<file path="src/rtl/adc_seq_pkg.sv">
package adc_seq_pkg;

   typedef enum logic [1:0] {
      MODE_ONE  = 2'd0,
      MODE_FREE = 2'd1,
      MODE_TRIG = 2'd2,
      MODE_SPARE = 2'd3
   } conv_mode_e;

   // Division ratio for a select code: code 0 aliases code 1.
   function automatic int unsigned div_of(input int unsigned code);
      return (code == 0) ? 2 : (32'd1 << code);
   endfunction

endpackage

</file>
<file path="src/rtl/adc_prescaler.sv">
module adc_prescaler
   import adc_seq_pkg::*;
#(
   parameter int SEL_W = 3
) (
   input  logic             clk,
   input  logic             rst_n,
   input  logic             en,
   input  logic             restart,
   input  logic [SEL_W-1:0] sel,
   output logic             rise,
   output logic             fall
);
   localparam int MAX_DIV = 1 << ((1 << SEL_W) - 1);
   localparam int PC_W    = $clog2(MAX_DIV);

   logic [PC_W-1:0] pc;
   logic [PC_W-1:0] lim;
   logic [PC_W-1:0] half;

   always_comb begin
      lim  = PC_W'(div_of(int'(sel)) - 1);
      half = PC_W'(div_of(int'(sel)) / 2 - 1);
   end

   always_ff @(posedge clk or negedge rst_n) begin
      if (!rst_n)                pc <= '0;
      else if (!en || restart)   pc <= '0;
      else if (pc >= lim)        pc <= '0;
      else                       pc <= pc + 1'b1;
   end

   assign rise = en && (pc >= lim);
   assign fall = en && (pc == half);

endmodule

</file>
<file path="src/rtl/adc_trig_sync.sv">
module adc_trig_sync #(
   parameter int STAGES = 2,
   parameter bit RISING = 1'b1
) (
   input  logic clk,
   input  logic rst_n,
   input  logic raw,
   output logic edge_seen
);
   logic [STAGES-1:0] sync_q;
   logic              last_q;

   always_ff @(posedge clk or negedge rst_n) begin
      if (!rst_n) begin
         sync_q <= '0;
         last_q <= 1'b0;
      end else begin
         sync_q <= {sync_q[STAGES-2:0], raw};
         last_q <= sync_q[STAGES-1];
      end
   end

   generate
      if (RISING) begin : g_rise
         assign edge_seen = sync_q[STAGES-1] & ~last_q;
      end else begin : g_fall
         assign edge_seen = ~sync_q[STAGES-1] & last_q;
      end
   endgenerate

endmodule

</file>
<file path="src/rtl/adc_conv_ctrl.sv">
module adc_conv_ctrl
   import adc_seq_pkg::*;
#(
   parameter int NORM_LEN  = 13,
   parameter int FIRST_LEN = 25,
   parameter int NORM_SH   = 1,
   parameter int FIRST_SH  = 13
) (
   input  logic       clk,
   input  logic       rst_n,
   input  logic       en,
   input  logic       start_req,
   input  conv_mode_e mode,
   input  logic       rise,
   input  logic       fall,
   input  logic       trig_edge,
   input  logic       flag_clr,
   output logic       restart,
   output logic       sample_stb,
   output logic       result_wr,
   output logic       irq_flag,
   output logic       start_bit
);
   localparam int CC_W = $clog2(FIRST_LEN);
   localparam logic [CC_W-1:0] NORM_LAST  = CC_W'(NORM_LEN - 1);
   localparam logic [CC_W-1:0] FIRST_LAST = CC_W'(FIRST_LEN - 1);
   localparam logic [CC_W-1:0] NORM_SIDX  = CC_W'(NORM_SH);
   localparam logic [CC_W-1:0] FIRST_SIDX = CC_W'(FIRST_SH);

   logic            busy, first_q, sb_q, flag_q;
   logic [CC_W-1:0] cnt;
   logic [CC_W-1:0] last_idx, samp_idx;
   logic            trig_go, sw_go, go, done;

   always_comb begin
      last_idx = first_q ? FIRST_LAST : NORM_LAST;
      samp_idx = first_q ? FIRST_SIDX : NORM_SIDX;
      trig_go  = en && (mode == MODE_TRIG) && trig_edge && !busy;
      sw_go    = en && rise && sb_q && !busy;
      go       = trig_go || sw_go;
      done     = busy && rise && (cnt == last_idx);
   end

   always_ff @(posedge clk or negedge rst_n) begin
      if (!rst_n) begin
         busy    <= 1'b0;
         cnt     <= '0;
         sb_q    <= 1'b0;
         first_q <= 1'b1;
         flag_q  <= 1'b0;
      end else begin
         if (done)          flag_q <= 1'b1;
         else if (flag_clr) flag_q <= 1'b0;

         if (!en) begin
            busy    <= 1'b0;
            cnt     <= '0;
            sb_q    <= 1'b0;
            first_q <= 1'b1;
         end else begin
            if (start_req && !busy) sb_q <= 1'b1;
            if (go) begin
               busy <= 1'b1;
               cnt  <= '0;
            end else if (done) begin
               cnt     <= '0;
               first_q <= 1'b0;
               if (mode != MODE_FREE) begin
                  busy <= 1'b0;
                  sb_q <= 1'b0;
               end
            end else if (busy && rise) begin
               cnt <= cnt + 1'b1;
            end
         end
      end
   end

   assign restart    = trig_go;
   assign sample_stb = busy && fall && (cnt == samp_idx);
   assign result_wr  = done;
   assign irq_flag   = flag_q;
   assign start_bit  = sb_q;

endmodule

</file>
<file path="src/rtl/adc_conv_seq.sv">
module adc_conv_seq
   import adc_seq_pkg::*;
#(
   parameter int SEL_W       = 3,
   parameter int NORM_LEN    = 13,
   parameter int FIRST_LEN   = 25,
   parameter int NORM_SH     = 1,
   parameter int FIRST_SH    = 13,
   parameter int SYNC_STAGES = 2,
   parameter bit TRIG_RISING = 1'b1
) (
   input  logic             clk,
   input  logic             rst_n,
   input  logic             en,
   input  logic             start_req,
   input  logic [1:0]       mode,
   input  logic [SEL_W-1:0] prescale_sel,
   input  logic             trig_in,
   input  logic             flag_clr,
   output logic             adc_clk_en,
   output logic             sample_stb,
   output logic             result_wr,
   output logic             irq_flag,
   output logic             start_bit
);
   if (SEL_W < 1 || SEL_W > 4) begin : g_bad_sel
      $error("SEL_W must lie in 1..4");
   end
   if (FIRST_LEN <= NORM_LEN || NORM_LEN < 2) begin : g_bad_len
      $error("FIRST_LEN must exceed NORM_LEN, NORM_LEN at least 2");
   end
   if (NORM_SH >= NORM_LEN - 1 || FIRST_SH >= FIRST_LEN - 1) begin : g_bad_sh
      $error("sample index must precede the last conversion cycle");
   end
   if (SYNC_STAGES < 2) begin : g_bad_sync
      $error("SYNC_STAGES must be at least 2");
   end

   logic rise, fall, restart, trig_edge;

   adc_prescaler #(.SEL_W(SEL_W)) u_div (
      .clk     (clk),
      .rst_n   (rst_n),
      .en      (en),
      .restart (restart),
      .sel     (prescale_sel),
      .rise    (rise),
      .fall    (fall)
   );

   adc_trig_sync #(.STAGES(SYNC_STAGES), .RISING(TRIG_RISING)) u_sync (
      .clk       (clk),
      .rst_n     (rst_n),
      .raw       (trig_in),
      .edge_seen (trig_edge)
   );

   adc_conv_ctrl #(
      .NORM_LEN  (NORM_LEN),
      .FIRST_LEN (FIRST_LEN),
      .NORM_SH   (NORM_SH),
      .FIRST_SH  (FIRST_SH)
   ) u_ctrl (
      .clk        (clk),
      .rst_n      (rst_n),
      .en         (en),
      .start_req  (start_req),
      .mode       (conv_mode_e'(mode)),
      .rise       (rise),
      .fall       (fall),
      .trig_edge  (trig_edge),
      .flag_clr   (flag_clr),
      .restart    (restart),
      .sample_stb (sample_stb),
      .result_wr  (result_wr),
      .irq_flag   (irq_flag),
      .start_bit  (start_bit)
   );

   assign adc_clk_en = rise;

endmodule

</file>
<file path="config.mk">
export PLATFORM = sky130hd
export DESIGN_NAME = adc_conv_seq
export DESIGN_NICKNAME = d
export VERILOG_FILES = /design/src/rtl/adc_seq_pkg.sv /design/src/rtl/adc_prescaler.sv /design/src/rtl/adc_trig_sync.sv /design/src/rtl/adc_conv_ctrl.sv /design/src/rtl/adc_conv_seq.sv
export SDC_FILE = /design/constraint.sdc
export NUM_CORES = 1
export LEC_CHECK = 0
export ABC_AREA = 1
export BUFFER_PORTS_ARGS = -buffer_cell sky130_fd_sc_hd__buf_2
export CORE_MARGIN = 2
export CORE_UTILIZATION = 50
export CTS_CLUSTER_DIAMETER = 100
export CTS_CLUSTER_SIZE = 20
export DETAILED_ROUTE_END_ITERATION = 6
export PLACE_DENSITY = 0.75
export SYNTH_ARGS = -nofsm -noshare
export SYNTH_HDL_FRONTEND = slang
export SYNTH_SLANG_ARGS = --single-unit
</file>
<file path="constraint.sdc">
create_clock -name clk -period 1.51 [get_ports clk]
set_input_delay 0 -clock clk [delete_from_list [all_inputs] [get_ports clk]]
set_output_delay 0 -clock clk [all_outputs]
set_load 0.05 [all_outputs]
</file>
# Word level (Yosys, flattened, before mapping)
# Cells that the tools add are included.
# W data, S select, Z words.
# word_totals
reg_bits,19
inputBits,11
out_inout_bits,5
# classes
shifts,1
reduce_logical,21
n_mux,23
addsub,4
n_bitwise,2
order_cmp,1
eq_ne,10
# ops
cell,n
$mux W5,5
$mux W1,14
$mux W7,2
$sub A7 B1 Y7 const B,2
$logic_and A1 B1 Y1,13
$eq A5 B5 Y1,2
$mux W8,1
$shl A1 B3 Y8 const A,1
$add A7 B1 Y7 const B,1
$eq A7 B7 Y1,1
$ge A7 B7 Y1,1
$ne A3 B1 Y1 const B,2
$add A5 B1 Y5 const B,1
$mux W4,1
$ne A2 B1 Y1 const B,2
$ne A4 B1 Y1 const B,1
$reduce_and A2 Y1,2
$logic_not A3 Y1,1
$eq A2 B2 Y1 const B,1
$logic_not A1 Y1,2
$logic_or A1 B1 Y1,2
$ne A2 B2 Y1 const B,1
$reduce_bool A2 Y1,1
$and A1 B1 Y1,1
$not A1 Y1,1

# Logic depth before layout (Yosys ltp)
# depth
ltp_word,11
depth_mapped,13
mapped_depth_nobuf,13

# By module
# From an unflattened synthesis, not the netlist that was laid out.
# hier_totals
hier_cells,188
hier_area_um2,1421.4
# by_module_without_submodules
module,area_each_um2,cells_per_inst,seq_area_each_um2,instances
adc_prescaler,694.4,100,175.2,1
adc_conv_ctrl,641.9,83,226.5,1
adc_trig_sync,85.1,5,75.1,1

# Worst setup path before layout
# Ideal clock, no wire load.
# synth_timing
kind,input-to-reg
from,input prescale_sel[2]
to,register u_ctrl.cnt[1]
setup_time_ps,82
path_stages,12
arrival_ps,1671
slack_ps,-243
path_buffers,0
cell_sequence,inv_2 nand2_1 ha_1 ha_1 nand3_2 nand3_2 nand2_2 nand2_4 nand2_1 inv_1 nand3_1 o22ai_1
# synth_via
elab_chain_len,11
word_cells_on_any_way,16
# synth_lines
element,line_no,text
from (decl),adc_conv_seq.sv:17,"input logic [SEL_W-1:0] prescale_sel,"
$logic_not A3 Y1 / $shl A1 B3 Y8 (equally long branches),adc_seq_pkg.sv:12,return (code == 0) ? 2 : (32'd1 << code);
$mux W8 (*),adc_seq_pkg.sv:12,
$sub A7 B1 Y7 (*),adc_prescaler.sv:22,lim = PC_W'(div_of(int'(sel)) - 1);
$ge A7 B7 Y1 (*),adc_prescaler.sv:33,assign rise = en && (pc >= lim);
$logic_and A1 B1 Y1 (*),adc_prescaler.sv:33,
via adc_clk_en,adc_conv_seq.sv:20,"output logic adc_clk_en,"
$logic_and A1 B1 Y1 (3 in series),adc_conv_ctrl.sv:39,sw_go = en && rise && sb_q && !busy;
$logic_or A1 B1 Y1,adc_conv_ctrl.sv:40,go = trig_go || sw_go;
$mux W5,adc_conv_ctrl.sv:62,if (go) begin
$mux W5,adc_conv_ctrl.sv:55,if (!en) begin
to (signal assigned),adc_conv_ctrl.sv:73,cnt <= cnt + 1'b1;
to (decl),adc_conv_ctrl.sv:31,logic [CC_W-1:0] cnt;
# Mark *: on every way through the listed nets, which the timed path passes. The rest lies on a longest branch.
# A chain may end at the register's enable or synchronous reset.

# Worst setup path in the final report
# layout_timing
from,register u_div.pc[4]
to,output adc_clk_en
# layout_via
elab_chain_len,2
# layout_lines
element,line_no,text
from (decl),adc_prescaler.sv:17,logic [PC_W-1:0] pc;
from (signal assigned),adc_prescaler.sv:30,else pc <= pc + 1'b1;
$ge A7 B7 Y1,adc_prescaler.sv:33,
$logic_and A1 B1 Y1,adc_prescaler.sv:33,
to (decl),adc_conv_seq.sv:20,
# No other way between the ends.

==> results.ini <==
[cells_and_area]
nNetsFinal=242
fill_cells=157
antenna_cells=0
fin_area_um2=1990
syn_to_final_growth_pct=50.4
final_layout_size_suffix_gt1_frac=0.502
layout_commonest_cell=buf_4
final_cell_mix=26 x buf_4, 20 x inv_1, 18 x dfrtp_1, 15 x nor2_1, 14 x nand2_1

[route]
viasPerCell=5.36
routed_wirelength_um=3620
ant_nets=0
vias=1334
drt_pass1_iterations=4
post-route-drc-count=0
wl_per_cell_um=14.5
drt-initial-drc-count=52

[clocking]
tritoncts=yes
cts_sinks=19
numCtsBuffers=3
clk_latency_ps=300
clk_path_buf_depth=2
clk_pin_slew_worst_paths_ps=110
cts_root_buf=clkbuf_4
htreeDepth=1

[setup_path]
cp.required_ps=1510
startpoint_type=flop
r2r_end=u_ctrl.cnt[3]$_DFFE_PN0P_
critPathMaxFanout=4
rrSetupSlack_ps=-270
rr_startpoint=u_div.pc[5]$_DFF_PN0_
criticalPathCategory=flop to output pin
arrival_ps=1830
critical_path.endpoint_type=output pin
reg2reg_depth=11

[synth]
ys_ff_latch=19
synthCells=166
yosys.area.top_type_share=0.340
synth_top_area_cell=dfrtp_1
syn-num-nets=188
yosysWarnings=0
avgSynthCellArea_um2=7.97
synth_area_um2=1320
yosysSeqAreaShare=0.360
yosys-top-cells-area=dfrtp_1 34%, ha_1 10%, inv_1 7.4%
synth_cell_types=29

[global_route]
antenna_found_initial=0
grt_pass1_wl_um=5410
grt_max_degree=20
grt_pass1_vias=1297
grtUsageTotal=0.221
gr-total-overflow=0

[sta]
slew_violations=0
setup_tns_ps=-3500
hold_viol_final=0
tightest_slew_ps=419
final.min_clock_period_ps=1830
relSlewSlack=0.721
rsz0062_at_grt=true
max_freq_mhz=546
fin_hold_ws_ps=24.9
min_period_over_period=1.21
worst_clock_skew_ps=4.41
layout_setup_ws_ps=-323
setup_violations=19

[placement]
dpl_cell_area_um2=1640
globalplace.congestion=0.907
place_hpwl_um=2230
port_buffers=15

[die]
die_w_um=55.5
die-height_um=55.5
coreArea_um2=2500
num_io_pins=16
start_util=0.530
fp-row-count=18
die_area_um2=3080

[power]
power.total_uw=1100
peakVddDrop_mv=0.674
p_per_area_nw_per_um2=552
leakage_uw=0.000952

[run_status]
status=finished, violations left
failed_checks=negative setup slack

[min_path]
min_to=u_ctrl.first_q$_DFFE_PN1P_
hold_class=input pin to flop
min_from=en
whs_path_depth=2

[job]
max_cap_violations=0

==> cell type report <==
class                           instances  area, um^2  share of cell area
Multi-Input combinational cell        114         928               0.466
Sequential cell                        19         477               0.239
Timing Repair Buffer                   50         393               0.197
Inverter                               32         128              0.0641
Tap cell                               30        37.5              0.0189
Clock buffer                            3        22.5              0.0113
Clock inverter                          1        5.00             0.00251
==> cells by family after synthesis <==
logic type / synth area share
AND/OR/NAND/NOR: 0.291
AO/OA/AOI/OAI: 0.112
XOR/XNOR: 0.0331
adder cells (fa/ha/maj): 0.104
flip-flops: 0.360
buffers and inverters: 0.0992
==> worst max-delay path, stage by stage, from the launching register on <==
cell and delay (ps):
dfrtp_1 420, ha_4 230, nand2_2 70, nand2_2 60
a21oi_4 190, nand2_4 90, buf_6 130, nand2_4 60
clkinvlp_4 100, buf_8 160
==> power by group <==
part	total (uW)	switching [uW]	leakage, uW	internal, uW
sequential	548	21.4	0.000250	527
clock	260	161	0.0000177	99.0
combinational	291	161	0.000685	130
total	1100	344	0.000952	756
==> state kept, by name (all words and copies together) (netlist names) <==
name              count
u_div.pc              7
u_sync.sync_q         2
u_ctrl.cnt            5
u_ctrl.irq_flag       1
u_ctrl.start_bit      1
u_ctrl.first_q        1
u_sync.last_q         1
u_ctrl.busy           1
==> layer usage <==
layer  vias to the layer above  share of wire  global-route usage
met4                         0          0.016              0.0871
met5                         -              0                   0
met1                       636           0.40               0.274
met3                        10          0.047              0.0539
met2                        46           0.54               0.371
li1                        642              -                   -
==> through the flow <==
step	util	instances	setup WS, ps
6_report	0.796	249	-323
3_5_place_dp	0.655	231	-294
2_1_floorplan	-	166	-203
5_1_grt	0.796	249	-380
3_3_place_gp	0.655	231	-236
4_1_cts	0.730	245	-332
==> synthesized netlist by cell type <==
| cell type | n |
|---|---|
| inv_1 | 26 |
| nor2_1 | 24 |
| nand2_1 | 20 |
| dfrtp_1 | 18 |
| nand3_1 | 12 |
| ha_1 | 11 |
| a21oi_1 | 8 |
| inv_2 | 6 |
| o21ai_0 | 6 |
| nand2_2 | 4 |
| o22ai_1 | 4 |
| nand3_2 | 3 |
| nor3_1 | 3 |
| xor2_1 | 3 |
| a21oi_4 | 2 |
| nand4_2 | 2 |
| xnor2_1 | 2 |
| a211oi_1 | 1 |
| and3_4 | 1 |
| buf_6 | 1 |
| dfstp_2 | 1 |
| nand2_4 | 1 |
| nand3_4 | 1 |
| nand4_1 | 1 |
| nor2_2 | 1 |
| nor4_1 | 1 |
| o21ai_1 | 1 |
| o21ai_2 | 1 |
| or2_1 | 1 |
==> worst max-delay path by stage <==
stage	startpoint	end	slack, ps	cells past startpoint
floorplan	u_div.pc[6]$_DFF_PN0_	u_ctrl.cnt[1]$_DFFE_PN0P_	-200	9
global placement	prescale_sel[2]	sample_stb	-240	11
detailed placement	prescale_sel[2]	u_ctrl.cnt[3]$_DFFE_PN0P_	-290	14
CTS	u_div.pc[5]$_DFF_PN0_	adc_clk_en	-330	9
global route	u_div.pc[2]$_DFF_PN0_	adc_clk_en	-380	9
finish	u_div.pc[4]$_DFF_PN0_	adc_clk_en	-320	9
==> what timing repair did <==
| item | CTS | global route |
|---|---|---|
| pin swaps | 5 | 12 |
| endpoints found under the hold margin | 22 | 0 |
| buffers inserted | 6 | 4 |
| gates cloned | 0 | 0 |
| setup endpoints to repair | 18 | 19 |
| gates resized for setup | 17 | 33 |
| hold buffers | 4 | 0 |
Note: power is estimated with default switching activity, not from simulation.
